==> src/rtl/i2cStatusPkg.sv <==
package i2cStatusPkg;

  localparam int BYTE_W = 8;
  localparam int PG_BITS = 16;

  // Register indices; software depends on these positions.
  localparam logic [BYTE_W-1:0] IDX_FW    = 8'h00;
  localparam logic [BYTE_W-1:0] IDX_BOARD = 8'h01;
  localparam logic [BYTE_W-1:0] IDX_GROUP = 8'h06;
  localparam logic [BYTE_W-1:0] IDX_PG_LO = 8'h08;
  localparam logic [BYTE_W-1:0] IDX_PG_HI = 8'h09;
  localparam logic [BYTE_W-1:0] IDX_FAULT = 8'h0A;
  localparam logic [BYTE_W-1:0] IDX_USB   = 8'h0E;

  typedef enum logic [2:0] {
    ST_IDLE, ST_ADDR, ST_ADDR_ACK, ST_WR, ST_WR_ACK, ST_RD, ST_RD_ACK, ST_SKIP
  } busState_e;

  // Strobes from the bus control to the byte datapath.
  typedef struct packed {
    logic shiftIn;
    logic shiftBit;
    logic loadRead;
    logic shiftOut;
    logic setIndex;
    logic writeReg;
    logic incIndex;
  } dpStrobe_t;

endpackage

==> src/rtl/i2cLineFilter.sv <==
module i2cLineFilter #(
  parameter int SYNC_STAGES = 2,
  parameter int FILT_LEN = 3
) (
  input  logic clk,
  input  logic rstN,
  input  logic lineIn,
  output logic lineOut
);
  localparam int CNT_W = $clog2(FILT_LEN + 1);

  logic [SYNC_STAGES-1:0] syncQ;
  logic [CNT_W-1:0] diffCnt;
  logic syncOut;

  assign syncOut = syncQ[SYNC_STAGES-1];

  // Idle bus level is high, so everything resets to 1.
  always_ff @(posedge clk) begin
    if (!rstN) begin
      syncQ   <= '1;
      diffCnt <= '0;
      lineOut <= 1'b1;
    end else begin
      syncQ <= {syncQ[SYNC_STAGES-2:0], lineIn};
      if (syncOut == lineOut) begin
        diffCnt <= '0;
      end else if (diffCnt == CNT_W'(FILT_LEN - 1)) begin
        lineOut <= syncOut;
        diffCnt <= '0;
      end else begin
        diffCnt <= diffCnt + 1'b1;
      end
    end
  end
endmodule

==> src/rtl/i2cBusControl.sv <==
module i2cBusControl
  import i2cStatusPkg::*;
(
  input  logic      clk,
  input  logic      rstN,
  input  logic      sclF,
  input  logic      sdaF,
  input  logic      addrMatch,
  input  logic      rwBit,
  input  logic      txMsb,
  output dpStrobe_t strb,
  output logic      sdaDriveLow
);
  busState_e state;
  logic [3:0] bitCnt;
  logic firstByte, rdNack, sclPrev, sdaPrev;
  logic startDet, stopDet, sclRise, sclFall;

  assign startDet = sclF && sclPrev && sdaPrev && !sdaF;
  assign stopDet  = sclF && sclPrev && !sdaPrev && sdaF;
  assign sclRise  = sclF && !sclPrev;
  assign sclFall  = !sclF && sclPrev;

  always_comb begin
    strb = '0;
    strb.shiftBit = sdaF;
    if (!startDet && !stopDet) begin
      case (state)
        ST_ADDR: strb.shiftIn = sclRise && (bitCnt != 4'd8);
        ST_WR: begin
          strb.shiftIn = sclRise && (bitCnt != 4'd8);
          if (sclFall && bitCnt == 4'd8) begin
            strb.setIndex = firstByte;
            strb.writeReg = !firstByte;
            strb.incIndex = !firstByte;
          end
        end
        ST_ADDR_ACK: strb.loadRead = sclFall && rwBit;
        ST_RD: begin
          strb.incIndex = sclFall && (bitCnt == 4'd7);
          strb.shiftOut = sclFall && (bitCnt != 4'd7);
        end
        ST_RD_ACK: strb.loadRead = sclFall && !rdNack;
        default: ;
      endcase
    end
  end

  always_ff @(posedge clk) begin
    if (!rstN) begin
      state     <= ST_IDLE;
      bitCnt    <= '0;
      firstByte <= 1'b0;
      rdNack    <= 1'b0;
      sclPrev   <= 1'b1;
      sdaPrev   <= 1'b1;
    end else begin
      sclPrev <= sclF;
      sdaPrev <= sdaF;
      if (startDet) begin
        state  <= ST_ADDR;
        bitCnt <= '0;
      end else if (stopDet) begin
        state <= ST_IDLE;
      end else begin
        case (state)
          ST_ADDR: begin
            if (sclRise && bitCnt != 4'd8) bitCnt <= bitCnt + 1'b1;
            if (sclFall && bitCnt == 4'd8) state <= addrMatch ? ST_ADDR_ACK : ST_SKIP;
          end
          ST_ADDR_ACK: if (sclFall) begin
            bitCnt    <= '0;
            firstByte <= 1'b1;
            state     <= rwBit ? ST_RD : ST_WR;
          end
          ST_WR: begin
            if (sclRise && bitCnt != 4'd8) bitCnt <= bitCnt + 1'b1;
            if (sclFall && bitCnt == 4'd8) begin
              state     <= ST_WR_ACK;
              firstByte <= 1'b0;
            end
          end
          ST_WR_ACK: if (sclFall) begin
            state  <= ST_WR;
            bitCnt <= '0;
          end
          ST_RD: if (sclFall) begin
            if (bitCnt == 4'd7) state <= ST_RD_ACK;
            else bitCnt <= bitCnt + 1'b1;
          end
          ST_RD_ACK: begin
            if (sclRise) rdNack <= sdaF;
            if (sclFall) begin
              state  <= rdNack ? ST_SKIP : ST_RD;
              bitCnt <= '0;
            end
          end
          default: ;
        endcase
      end
    end
  end

  assign sdaDriveLow = (state == ST_ADDR_ACK) || (state == ST_WR_ACK) ||
                       ((state == ST_RD) && !txMsb);
endmodule

==> src/rtl/i2cRegDatapath.sv <==
module i2cRegDatapath
  import i2cStatusPkg::*;
#(
  parameter logic [6:0] TARGET_ADDR = 7'h55
) (
  input  logic               clk,
  input  logic               rstN,
  input  dpStrobe_t          strb,
  input  logic [BYTE_W-1:0]  fwRevision,
  input  logic [BYTE_W-1:0]  boardRevision,
  input  logic [BYTE_W-1:0]  groupEnable,
  input  logic [PG_BITS-1:0] powerGood,
  input  logic               seqFaultN,
  output logic               addrMatch,
  output logic               rwBit,
  output logic               txMsb,
  output logic [BYTE_W-1:0]  curIndex,
  output logic               usbPowerEn
);
  logic [BYTE_W-1:0] shiftQ;
  logic [BYTE_W-1:0] readByte;

  always_comb begin
    case (curIndex)
      IDX_FW:    readByte = fwRevision;
      IDX_BOARD: readByte = boardRevision;
      IDX_GROUP: readByte = groupEnable;
      IDX_PG_LO: readByte = powerGood[BYTE_W-1:0];
      IDX_PG_HI: readByte = powerGood[PG_BITS-1:BYTE_W];
      IDX_FAULT: readByte = {{(BYTE_W-1){1'b0}}, seqFaultN};
      IDX_USB:   readByte = {{(BYTE_W-1){1'b0}}, usbPowerEn};
      default:   readByte = '0;
    endcase
  end

  always_ff @(posedge clk) begin
    if (!rstN) begin
      shiftQ     <= '0;
      curIndex   <= '0;
      usbPowerEn <= 1'b0;
    end else begin
      if (strb.shiftIn)       shiftQ <= {shiftQ[BYTE_W-2:0], strb.shiftBit};
      else if (strb.loadRead) shiftQ <= readByte;
      else if (strb.shiftOut) shiftQ <= {shiftQ[BYTE_W-2:0], 1'b0};
      if (strb.setIndex)      curIndex <= shiftQ;
      else if (strb.incIndex) curIndex <= curIndex + 1'b1;
      if (strb.writeReg && curIndex == IDX_USB) usbPowerEn <= shiftQ[0];
    end
  end

  assign addrMatch = (shiftQ[BYTE_W-1:1] == TARGET_ADDR);
  assign rwBit     = shiftQ[0];
  assign txMsb     = shiftQ[BYTE_W-1];
endmodule

==> src/rtl/i2cStatusTarget.sv <==
module i2cStatusTarget
  import i2cStatusPkg::*;
#(
  parameter logic [6:0] TARGET_ADDR = 7'h55,
  parameter int SYNC_STAGES = 2,
  parameter int FILT_LEN = 3
) (
  input  logic         clk,
  input  logic         rstN,
  input  logic         sclIn,
  input  logic         sdaIn,
  output logic         sdaDriveLow,
  input  logic [7:0]   fwRevision,
  input  logic [7:0]   boardRevision,
  input  logic [7:0]   groupEnable,
  input  logic [15:0]  powerGood,
  input  logic         seqFaultN,
  output logic         usbPowerEn
);
  localparam int N_LINES = 2;

  logic [N_LINES-1:0] rawLines, filtLines;
  logic sclF, sdaF, addrMatch, rwBit, txMsb;
  logic [BYTE_W-1:0] curIndex;
  dpStrobe_t strb;

  assign rawLines = {sclIn, sdaIn};

  for (genvar g = 0; g < N_LINES; g++) begin : g_line
    i2cLineFilter #(.SYNC_STAGES(SYNC_STAGES), .FILT_LEN(FILT_LEN)) u_filt (
      .clk(clk), .rstN(rstN), .lineIn(rawLines[g]), .lineOut(filtLines[g]));
  end

  assign sclF = filtLines[1];
  assign sdaF = filtLines[0];

  i2cBusControl u_ctrl (
    .clk(clk), .rstN(rstN), .sclF(sclF), .sdaF(sdaF), .addrMatch(addrMatch),
    .rwBit(rwBit), .txMsb(txMsb), .strb(strb), .sdaDriveLow(sdaDriveLow));

  i2cRegDatapath #(.TARGET_ADDR(TARGET_ADDR)) u_dp (
    .clk(clk), .rstN(rstN), .strb(strb), .fwRevision(fwRevision),
    .boardRevision(boardRevision), .groupEnable(groupEnable), .powerGood(powerGood),
    .seqFaultN(seqFaultN), .addrMatch(addrMatch), .rwBit(rwBit), .txMsb(txMsb),
    .curIndex(curIndex), .usbPowerEn(usbPowerEn));
endmodule

==> config.mk <==
export PLATFORM = sky130hd
export DESIGN_NAME = i2cStatusTarget
export DESIGN_NICKNAME = d
export VERILOG_FILES = /design/src/rtl/i2cStatusPkg.sv /design/src/rtl/i2cLineFilter.sv /design/src/rtl/i2cBusControl.sv /design/src/rtl/i2cRegDatapath.sv /design/src/rtl/i2cStatusTarget.sv
export SDC_FILE = /design/constraint.sdc
export NUM_CORES = 1
export LEC_CHECK = 0
export BUFFER_PORTS_ARGS = -buffer_cell sky130_fd_sc_hd__buf_2
export CAP_MARGIN = 20
export CORE_MARGIN = 5
export CORE_UTILIZATION = 45
export CTS_BUF_LIST = sky130_fd_sc_hd__clkbuf_4
export DETAILED_ROUTE_END_ITERATION = 8
export PLACE_DENSITY = 0.67
export SETUP_SLACK_MARGIN = 0.3
export SLEW_MARGIN = 0
export SYNTH_ARGS = -nofsm -noshare
export SYNTH_HDL_FRONTEND = slang
export SYNTH_SLANG_ARGS = --single-unit
==> constraint.sdc <==
create_clock -name clk -period 4.8 [get_ports clk]
set_clock_uncertainty 0.1 [all_clocks]
set_input_delay 0 -clock clk [delete_from_list [all_inputs] [get_ports clk]]
set_output_delay 0 -clock clk [all_outputs]
set_load 0.005 [all_outputs]
==> Implementation_results.wiki, run 1 <==
{| class="wikitable"
! Metric !! Value
|-
| Crit path capture type || flop
|-
| Routed len/inst || 14.54 microns
|-
| Post-route antenna net violation count || 0
|-
| Clk sink count || 38
|-
| Number of violations reported at the end of detailed-routing iteration 0 || 230
|-
| Fraction of the cycle the final worst path needs || 50.98%
|-
| Reg area || 760.7 sq um
|-
| Number of placement rows || 27
|-
| Startpoint of the most critical hold path || groupEnable[1]
|-
| Number of antenna violations at the first check in global routing || 0
|-
| Fmax || slightly above 400 MHz
|-
| Number of filler instances in the final layout || 507
|-
| Final design utilization || ~52%
|-
| Worst slew pin tran || 0.7939 ns
|-
| Worst reg2reg endpoint || u_dp.curIndex[5]
|-
| Setup slack of the most critical reg-to-reg path || roughly 2.4 ns
|-
| Hpwl dp || 4480 microns
|-
| Yosys synthesis warning count || 0
|-
| Run status || finished, final reports clean
|-
| Maximum net fanout on the critical path || 12
|-
| Mean instance size in the synthesized netlist || 8.245 sq um
|-
| Average vias per placed instance || 5.769
|-
| Hold/Removal Path Class || in -> reg
|-
| Share of power burned in the clock network || 28.7%
|-
| Gr usage total || 17.45%
|-
| Final-stage net count || 395
|-
| Relative slew slack || 47.00%
|-
| Fraction of layout cells with a size suffix above 1 || 19.24%
|-
| Growth of design area from synthesis to finish || 14.92%
|-
| Beginning of the worst register-to-register path || u_ctrl.sclPrev
|-
| Setup crit start || u_ctrl.sclPrev
|-
| Die height || 84.14 microns
|-
| Number of buffers on the longest clock path || 2
|-
| Most used DFF post-synth || sky130_fd_sc_hd__dfxtp_1
|-
| Antenna diode count || 0
|-
| Number of synthesized flops with an enable pin || 0
|-
| Multi-input combinational cell area || 0.001572 sq mm
|-
| Number of optimization iterations in the first detailed-route pass || 5
|-
| Final-report setup violation count || 0
|-
| Combinational Power Share || 12.9%
|-
| Via count of the first global-routing pass || 2,243
|-
| Post-Syn Area || 0.002474 sq mm
|-
| CTS H-Tree Depth || 2
|-
| Count of cells resized by post-cts repair || 0
|-
| Switching component of the power || 0.1479 mW
|-
| Arrival time of data at the critical path endpoint || about 2.6 ns
|-
| Startpoint type of the worst setup path || flop
|-
| Area of the die || 0.007080 sq mm
|-
| Setup repair after global routing missed its margin || no
|-
| Share of synthesized registers carrying an async set or reset || 0%
|-
| TritonCTS clock tree || done
|-
| Depth of the most critical reg-to-reg path || 5
|-
| Total vias in the final route || 2,394
|-
| Pwr Density || ~200 mW/mm^2
|-
| Setup TNS || 0 ns
|-
| Gate count after technology mapping || 300
|-
| Worst-path clk slew || 0.12 ns
|-
| Worst Hold Depth || 4
|-
| Destination of the worst hold path || u_dp.shiftQ[1]
|-
| Relative contribution of sequential cells to total power || 58.4%
|-
| Clock buffers created by TritonCTS || 5
|-
| Standby leakage power || 1.143 nW
|-
| Routed wire length || 6035 microns
|-
| Max IR drop VDD || 0.1269 mV
|-
| Count of endpoints failing hold in the final timing report || 0
|-
| Maximum number of pins on one net before global-route repair || 24
|-
| Sequential area share after synthesis || 30.75%
|-
| Total gr overflow || 0
|-
| Data required time of the critical path || 4.98 ns
|-
| Core outline area || 0.005439 sq mm
|-
| Count of state elements after synthesis || 38
|-
| Buffers on Ports || 46
|-
| DRC violations left || 0
|-
| First-pass GRT wire length || 10,370 microns
|-
| Switching share of power || 25.99%
|-
| Chip width || between 80 and 90 microns
|-
| Pins Over Slew Limit || 0
|-
| Critical path class || reg -> reg
|-
| # Max-Cap Violations || 0
|-
| Synth Net Count || 353
|-
| Setup fix buffers added after clock tree synthesis || 0
|-
| Top Ports || 47
|-
| Insertion delay to the later sink of the worst-skew pair || 0.34 ns
|-
| Placer Congestion || 0.9373
|-
| Effective utilization at floorplan || approximately 45%
|-
| Cell-internal power || 0.4214 mW
|-
| Count of cell types in the netlist || just over 60
|-
| Final critical-path required period || 2.447 ns
|-
| Root buf cell || sky130_fd_sc_hd__clkbuf_4
|}
==> what timing repair did <==
| action | CTS | global route |
|---|---|---|
| hold buffers | 8 | 0 |
| setup endpoints to repair | 0 | 0 |
| hold endpoints to repair | 18 | 0 |
==> placed cells by master, fill, tap and decap left out, types with 3 or more instances in the layout <==
cell,count
sky130_fd_sc_hd__a31oi_1,7
sky130_fd_sc_hd__ha_1,8
sky130_fd_sc_hd__nand3_1,9
sky130_fd_sc_hd__a21oi_1,14
sky130_fd_sc_hd__a22oi_1,14
sky130_fd_sc_hd__o21ai_0,12
sky130_fd_sc_hd__and3_1,4
sky130_fd_sc_hd__o21a_1,3
sky130_fd_sc_hd__nand4_1,3
sky130_fd_sc_hd__o211a_1,5
sky130_fd_sc_hd__mux2i_1,3
sky130_fd_sc_hd__nor3_1,3
sky130_fd_sc_hd__nor2_1,19
sky130_fd_sc_hd__dlygate4sd3_1,8
sky130_fd_sc_hd__xnor2_1,6
sky130_fd_sc_hd__o211ai_1,10
sky130_fd_sc_hd__a221oi_1,5
sky130_fd_sc_hd__nand2_1,30
sky130_fd_sc_hd__or3_1,4
sky130_fd_sc_hd__nand2b_1,5
sky130_fd_sc_hd__buf_2,46
sky130_fd_sc_hd__a21o_1,4
sky130_fd_sc_hd__nand3b_1,4
sky130_fd_sc_hd__o2bb2ai_1,5
sky130_fd_sc_hd__clkbuf_4,6
sky130_fd_sc_hd__inv_1,15
sky130_fd_sc_hd__dfxtp_1,38
sky130_fd_sc_hd__nor2b_1,7
==> cells in the mapped netlist, types with 3 or more instances <==
master	instances	share of area (%)
sky130_fd_sc_hd__nand3_1	9	1.8
sky130_fd_sc_hd__nor2b_1	7	1.8
sky130_fd_sc_hd__ha_1	8	4.0
sky130_fd_sc_hd__o211a_1	5	2.0
sky130_fd_sc_hd__clkbuf_1	9	1.4
sky130_fd_sc_hd__inv_1	15	2.3
sky130_fd_sc_hd__xnor2_1	6	2.1
sky130_fd_sc_hd__nand2_1	30	4.6
sky130_fd_sc_hd__a221oi_1	5	1.8
sky130_fd_sc_hd__o2bb2ai_1	5	1.8
sky130_fd_sc_hd__a22oi_1	14	4.2
sky130_fd_sc_hd__o21ai_0	12	2.4
sky130_fd_sc_hd__o211ai_1	10	3.0
sky130_fd_sc_hd__a21o_1	4	1.2
sky130_fd_sc_hd__buf_2	7	1.4
sky130_fd_sc_hd__nand2b_1	5	1.3
sky130_fd_sc_hd__a21oi_1	14	2.8
sky130_fd_sc_hd__or3_1	4	1.0
sky130_fd_sc_hd__nor2_1	19	2.9
sky130_fd_sc_hd__nor3_1	3	0.61
sky130_fd_sc_hd__o21a_1	3	0.91
sky130_fd_sc_hd__a31oi_1	7	1.8
sky130_fd_sc_hd__nand4_1	3	0.76
sky130_fd_sc_hd__mux2i_1	3	1.2
sky130_fd_sc_hd__and3_1	4	1.0
sky130_fd_sc_hd__dfxtp_1	38	31
sky130_fd_sc_hd__nand3b_1	4	1.2
==> worst max-delay path, cell delays in order, from the launching register on <==
cell	delay [ns]
sky130_fd_sc_hd__dfxtp_1	0.45
sky130_fd_sc_hd__nor2b_1	0.49
sky130_fd_sc_hd__nand4_1	0.52
sky130_fd_sc_hd__or3_1	0.50
sky130_fd_sc_hd__a21o_1	0.18
sky130_fd_sc_hd__a31oi_1	0.14
==> worst max-delay path by stage <==
stage	to	slack, ns
after floorplan	u_dp.shiftQ[0]	2.93
after global placement	u_dp.curIndex[5]	2.48
after detailed placement	u_dp.curIndex[5]	2.42
after CTS	u_dp.curIndex[5]	2.41
after global routing	u_dp.curIndex[5]	2.10
final	u_dp.curIndex[5]	2.35
==> power by group through the flow <==
stage	Sequential (mW)	Clock (mW)	Combinational [mW]
2_1_floorplan	0.332	0	0.0496
3_3_place_gp	0.339	0	0.0681
3_5_place_dp	0.339	0	0.0686
4_1_cts	0.332	0.168	0.0739
5_1_grt	0.334	0.185	0.0840
6_report	0.332	0.163	0.0736
==> layer usage <==
metal | track usage [%] | vias up | wire (microns)
met5 | 0 | - | 0
met4 | 6.725 | 0 | 126
met3 | 2.944 | 14 | 218
met2 | 27.98 | 47 | 2870
met1 | 23.41 | 1121 | 2819
li1 | - | 1212 | -
==> logic make-up after synthesis <==
group | share of synthesized area (%)
xor+xnor | 2.124
mux | 1.669
flops | 30.75
compound gates | 32.68
simple gates | 23.01
fa+ha+maj | 4.047
buf+inv | 5.715
==> cell type report <==
class                   instances  area share, %
repair buffers                 54          10.92
well taps                      72          3.169
inverters                      15          1.981
flip-flops and latches         38          26.76
clock buffers                   6          1.585
clock inverters                 2         0.3081
multi-input cells             228          55.28
==> per-stage QoR <==
step                std cells  setup slack [ns]  total power, mW  hold WS (ns)  area, sq um
floorplan                 300             2.929           0.3816      0.001471         2474
global placement          399             2.475           0.4074       0.08228         2709
detailed placement        399             2.423           0.4079       0.08615         2709
CTS                       415             2.406           0.5743       0.03790         2843
global route              415             2.099           0.6030       0.03948         2843
finish                    415             2.353           0.5693       0.04823         2843
==> state kept, by name (all words and copies together) (netlist names) <==
register,flops
g_line.u_filt.diffCnt,4
u_dp.curIndex,8
u_dp.shiftQ,8
g_line.u_filt.syncQ,4
u_ctrl.rdNack,1
u_ctrl.sclPrev,1
u_ctrl.bitCnt,4
u_ctrl.firstByte,1
u_ctrl.sdaPrev,1
u_ctrl.state,3
g_line.u_filt.lineOut,2
u_dp.usbPowerEn,1
Note: power is estimated with default switching activity, not from simulation.
==> run 2: changes to the inputs <==
--- a/config.mk
+++ b/config.mk
@@ -11,7 +11,7 @@
 export CORE_UTILIZATION = 45
 export CTS_BUF_LIST = sky130_fd_sc_hd__clkbuf_4
 export DETAILED_ROUTE_END_ITERATION = 8
-export PLACE_DENSITY = 0.67
+export PLACE_DENSITY = 0.7
 export SETUP_SLACK_MARGIN = 0.3
 export SLEW_MARGIN = 0
 export SYNTH_ARGS = -nofsm -noshare
==> constraint.sdc (replaced) <==
create_clock -name clk -period 1.98 [get_ports clk]
set_clock_uncertainty 0.1 [all_clocks]
set_input_delay 0 -clock clk [delete_from_list [all_inputs] [get_ports clk]]
set_output_delay 0 -clock clk [all_outputs]
set_load 0.005 [all_outputs]
==> Implementation_results.wiki, run 2 (same netlist as run 1, synthesis figures left out) <==
{| class="wikitable"
! Metric !! Value
|-
| Number of filler instances in the final layout || 461
|-
| Root buf cell || sky130_fd_sc_hd__clkbuf_4
|-
| Effective utilization at floorplan || between 40% and 50%
|-
| TritonCTS clock tree || done
|-
| Commonest non-fill, non-tap cell in the layout || sky130_fd_sc_hd__buf_2
|-
| Combinational Power Share || roughly 17%
|-
| Final-report setup violation count || 0
|-
| Chip width || 84.14 microns
|-
| Clk sink count || 38
|-
| DRC violations left || 0
|-
| Switching share of power || a little over a quarter
|-
| Setup TNS || 0 ns
|-
| Via count of the first global-routing pass || 2,402
|-
| Slack of the critical path || 0.07807 ns
|-
| Routed wire length || 7248 microns
|-
| Total gr overflow || 0
|-
| Max IR drop VDD || 0.2961 mV
|-
| Cell-internal power || 1.014 mW
|-
| Relative contribution of sequential cells to total power || 57.1%
|-
| Worst-path clk slew || 0.12 ns
|-
| Number of placement rows || 27
|-
| Top library cells by usage in the layout, fill and taps aside || sky130_fd_sc_hd__buf_2 (47), sky130_fd_sc_hd__buf_4 (29), sky130_fd_sc_hd__nand2_1 (28), sky130_fd_sc_hd__dfxtp_1 (28), sky130_fd_sc_hd__nor2_1 (18)
|-
| Data required time of the critical path || 2.12 ns
|-
| Buffers on Ports || 46
|-
| Number of buffers on the longest clock path || 2
|-
| Maximum number of pins on one net before global-route repair || 21
|-
| First-pass GRT wire length || 11,470 microns
|-
| Biggest regs || u_dp.curIndex (8), u_dp.shiftQ (8)
|-
| Gr usage total || 19.37%
|-
| Pwr Density || 408.6 mW/mm^2
|-
| Hold/Removal Path Class || in -> reg
|-
| Area of the die || roughly 0.0071 sq mm
|-
| Average vias per placed instance || 5.781
|-
| Placer Congestion || 0.8373
|-
| Clock buffers created by TritonCTS || 5
|-
| Startpoint type of the worst setup path || flop
|-
| DP Area || 0.002885 sq mm
|-
| Fraction of layout cells with a size suffix above 1 || around 39%
|-
| Fmax || 525.8 MHz
|-
| Antenna diode count || 0
|-
| Core outline area || 0.005439 sq mm
|-
| Total vias in the final route || roughly 2,600
|-
| Routed len/inst || between 15 and 20 microns
|-
| Tightest hold margin || 0.02051 ns
|-
| Arrival time of data at the critical path endpoint || 2.04 ns
|-
| Insertion delay to the later sink of the worst-skew pair || 0.34 ns
|-
| Relative slew slack || a little over two thirds
|-
| Die height || 84.14 microns
|-
| Hpwl dp || 4995 microns
|-
| Post-route antenna net violation count || 0
|-
| Pins Over Slew Limit || 0
|-
| Worst slew pin tran || between 0.4 and 0.5 ns
|-
| Cell Count Post-Placement || 419
|-
| Final critical-path required period || 1.902 ns
|-
| Setup repair after global routing missed its margin || yes
|-
| Top Ports || 47
|-
| Post-route cell area || 0.003402 sq mm
|-
| Setup WS pre-CTS || approximately 0.066 ns
|-
| Final-stage net count || between 400 and 500
|-
| Post-route insts no fill || roughly 450
|-
| Growth of design area from synthesis to finish || 37.53%
|-
| Standby leakage power || 1.368 nW
|-
| Critical path class || reg -> reg
|-
| # Max-Cap Violations || 0
|-
| Number of violations reported at the end of detailed-routing iteration 0 || around 180
|-
| Run status || finished, final reports clean
|-
| Share of power burned in the clock network || 26.2%
|-
| Count of endpoints failing hold in the final timing report || 0
|-
| Number of antenna violations at the first check in global routing || 0
|-
| Maximum net fanout on the critical path || 3
|-
| CTS H-Tree Depth || 2
|-
| Fraction of the cycle the final worst path needs || 96.06%
|-
| Crit path capture type || flop
|-
| Number of optimization iterations in the first detailed-route pass || 5
|-
| Switching component of the power || 0.3761 mW
|}
run 2: layout make-up:
class	count	area, sq um	share of cell area (%)
multi-input cells	228	1822	53.55
flip-flops and latches	38	788.3	23.17
repair buffers	89	598.1	17.58
well taps	72	90.09	2.648
inverters	15	62.56	1.839
clock buffers	5	37.54	1.103
clock inverters	1	3.754	0.1103
run 2: per-layer routing:
metal  global-route usage [%]  up-vias  wire, microns
li1                         -     1278              -
met1                    25.06     1230           3089
met2                    33.36       66           3753
met3                    3.435       16            283
met4                    4.678        0            122
met5                        0        -              0
run 2: critical path, stage by stage, from the launching register on:
cell	delay, ns
sky130_fd_sc_hd__dfxtp_4	0.38
sky130_fd_sc_hd__clkinvlp_4	0.14
sky130_fd_sc_hd__ha_4	0.20
sky130_fd_sc_hd__a222oi_1	0.31
sky130_fd_sc_hd__o2bb2ai_1	0.12
sky130_fd_sc_hd__a222oi_1	0.28
sky130_fd_sc_hd__nor2_1	0.10
sky130_fd_sc_hd__o21a_1	0.17
run 2: power by group through the flow:
| stage | combinational [mW] | sequential (mW) | clock (mW) |
|---|---|---|---|
| 2_1_floorplan | 0.130 | 0.805 | 0 |
| 3_3_place_gp | 0.196 | 0.813 | 0 |
| 3_5_place_dp | 0.199 | 0.813 | 0 |
| 4_1_cts | 0.214 | 0.794 | 0.371 |
| 5_1_grt | 0.256 | 0.796 | 0.411 |
| 6_report | 0.233 | 0.793 | 0.364 |
run 2: what timing repair did:
action | CTS | global route
hold endpoints to repair | 13 | 0
cloned | 1 | 0
hold buffers | 8 | 0
endpoints found under the setup margin | 24 | 24
resized for setup | 39 | 27
pin swaps | 24 | 27
setup buffers | 7 | 7
run 2: final timing paths:
path	startpoint	endpoint	slack [ns]	cells past startpoint
worst min-delay path	groupEnable[6]	u_dp.shiftQ[6]	0.02	4
worst max-delay path	u_dp.curIndex[0]	u_dp.shiftQ[0]	0.08	7
worst min register to register	g_line[1].u_filt.diffCnt[0]	g_line[1].u_filt.diffCnt[0]	0.31	1
worst max register to register	u_dp.curIndex[0]	u_dp.shiftQ[0]	0.08	7
run 2: metrics by stage:
stage	utilization, %	power, mW
finish	62.55	1.390
floorplan	-	0.9345
CTS	59.19	1.380
detailed placement	53.05	1.012
global placement	53.05	1.009
global route	62.55	1.463
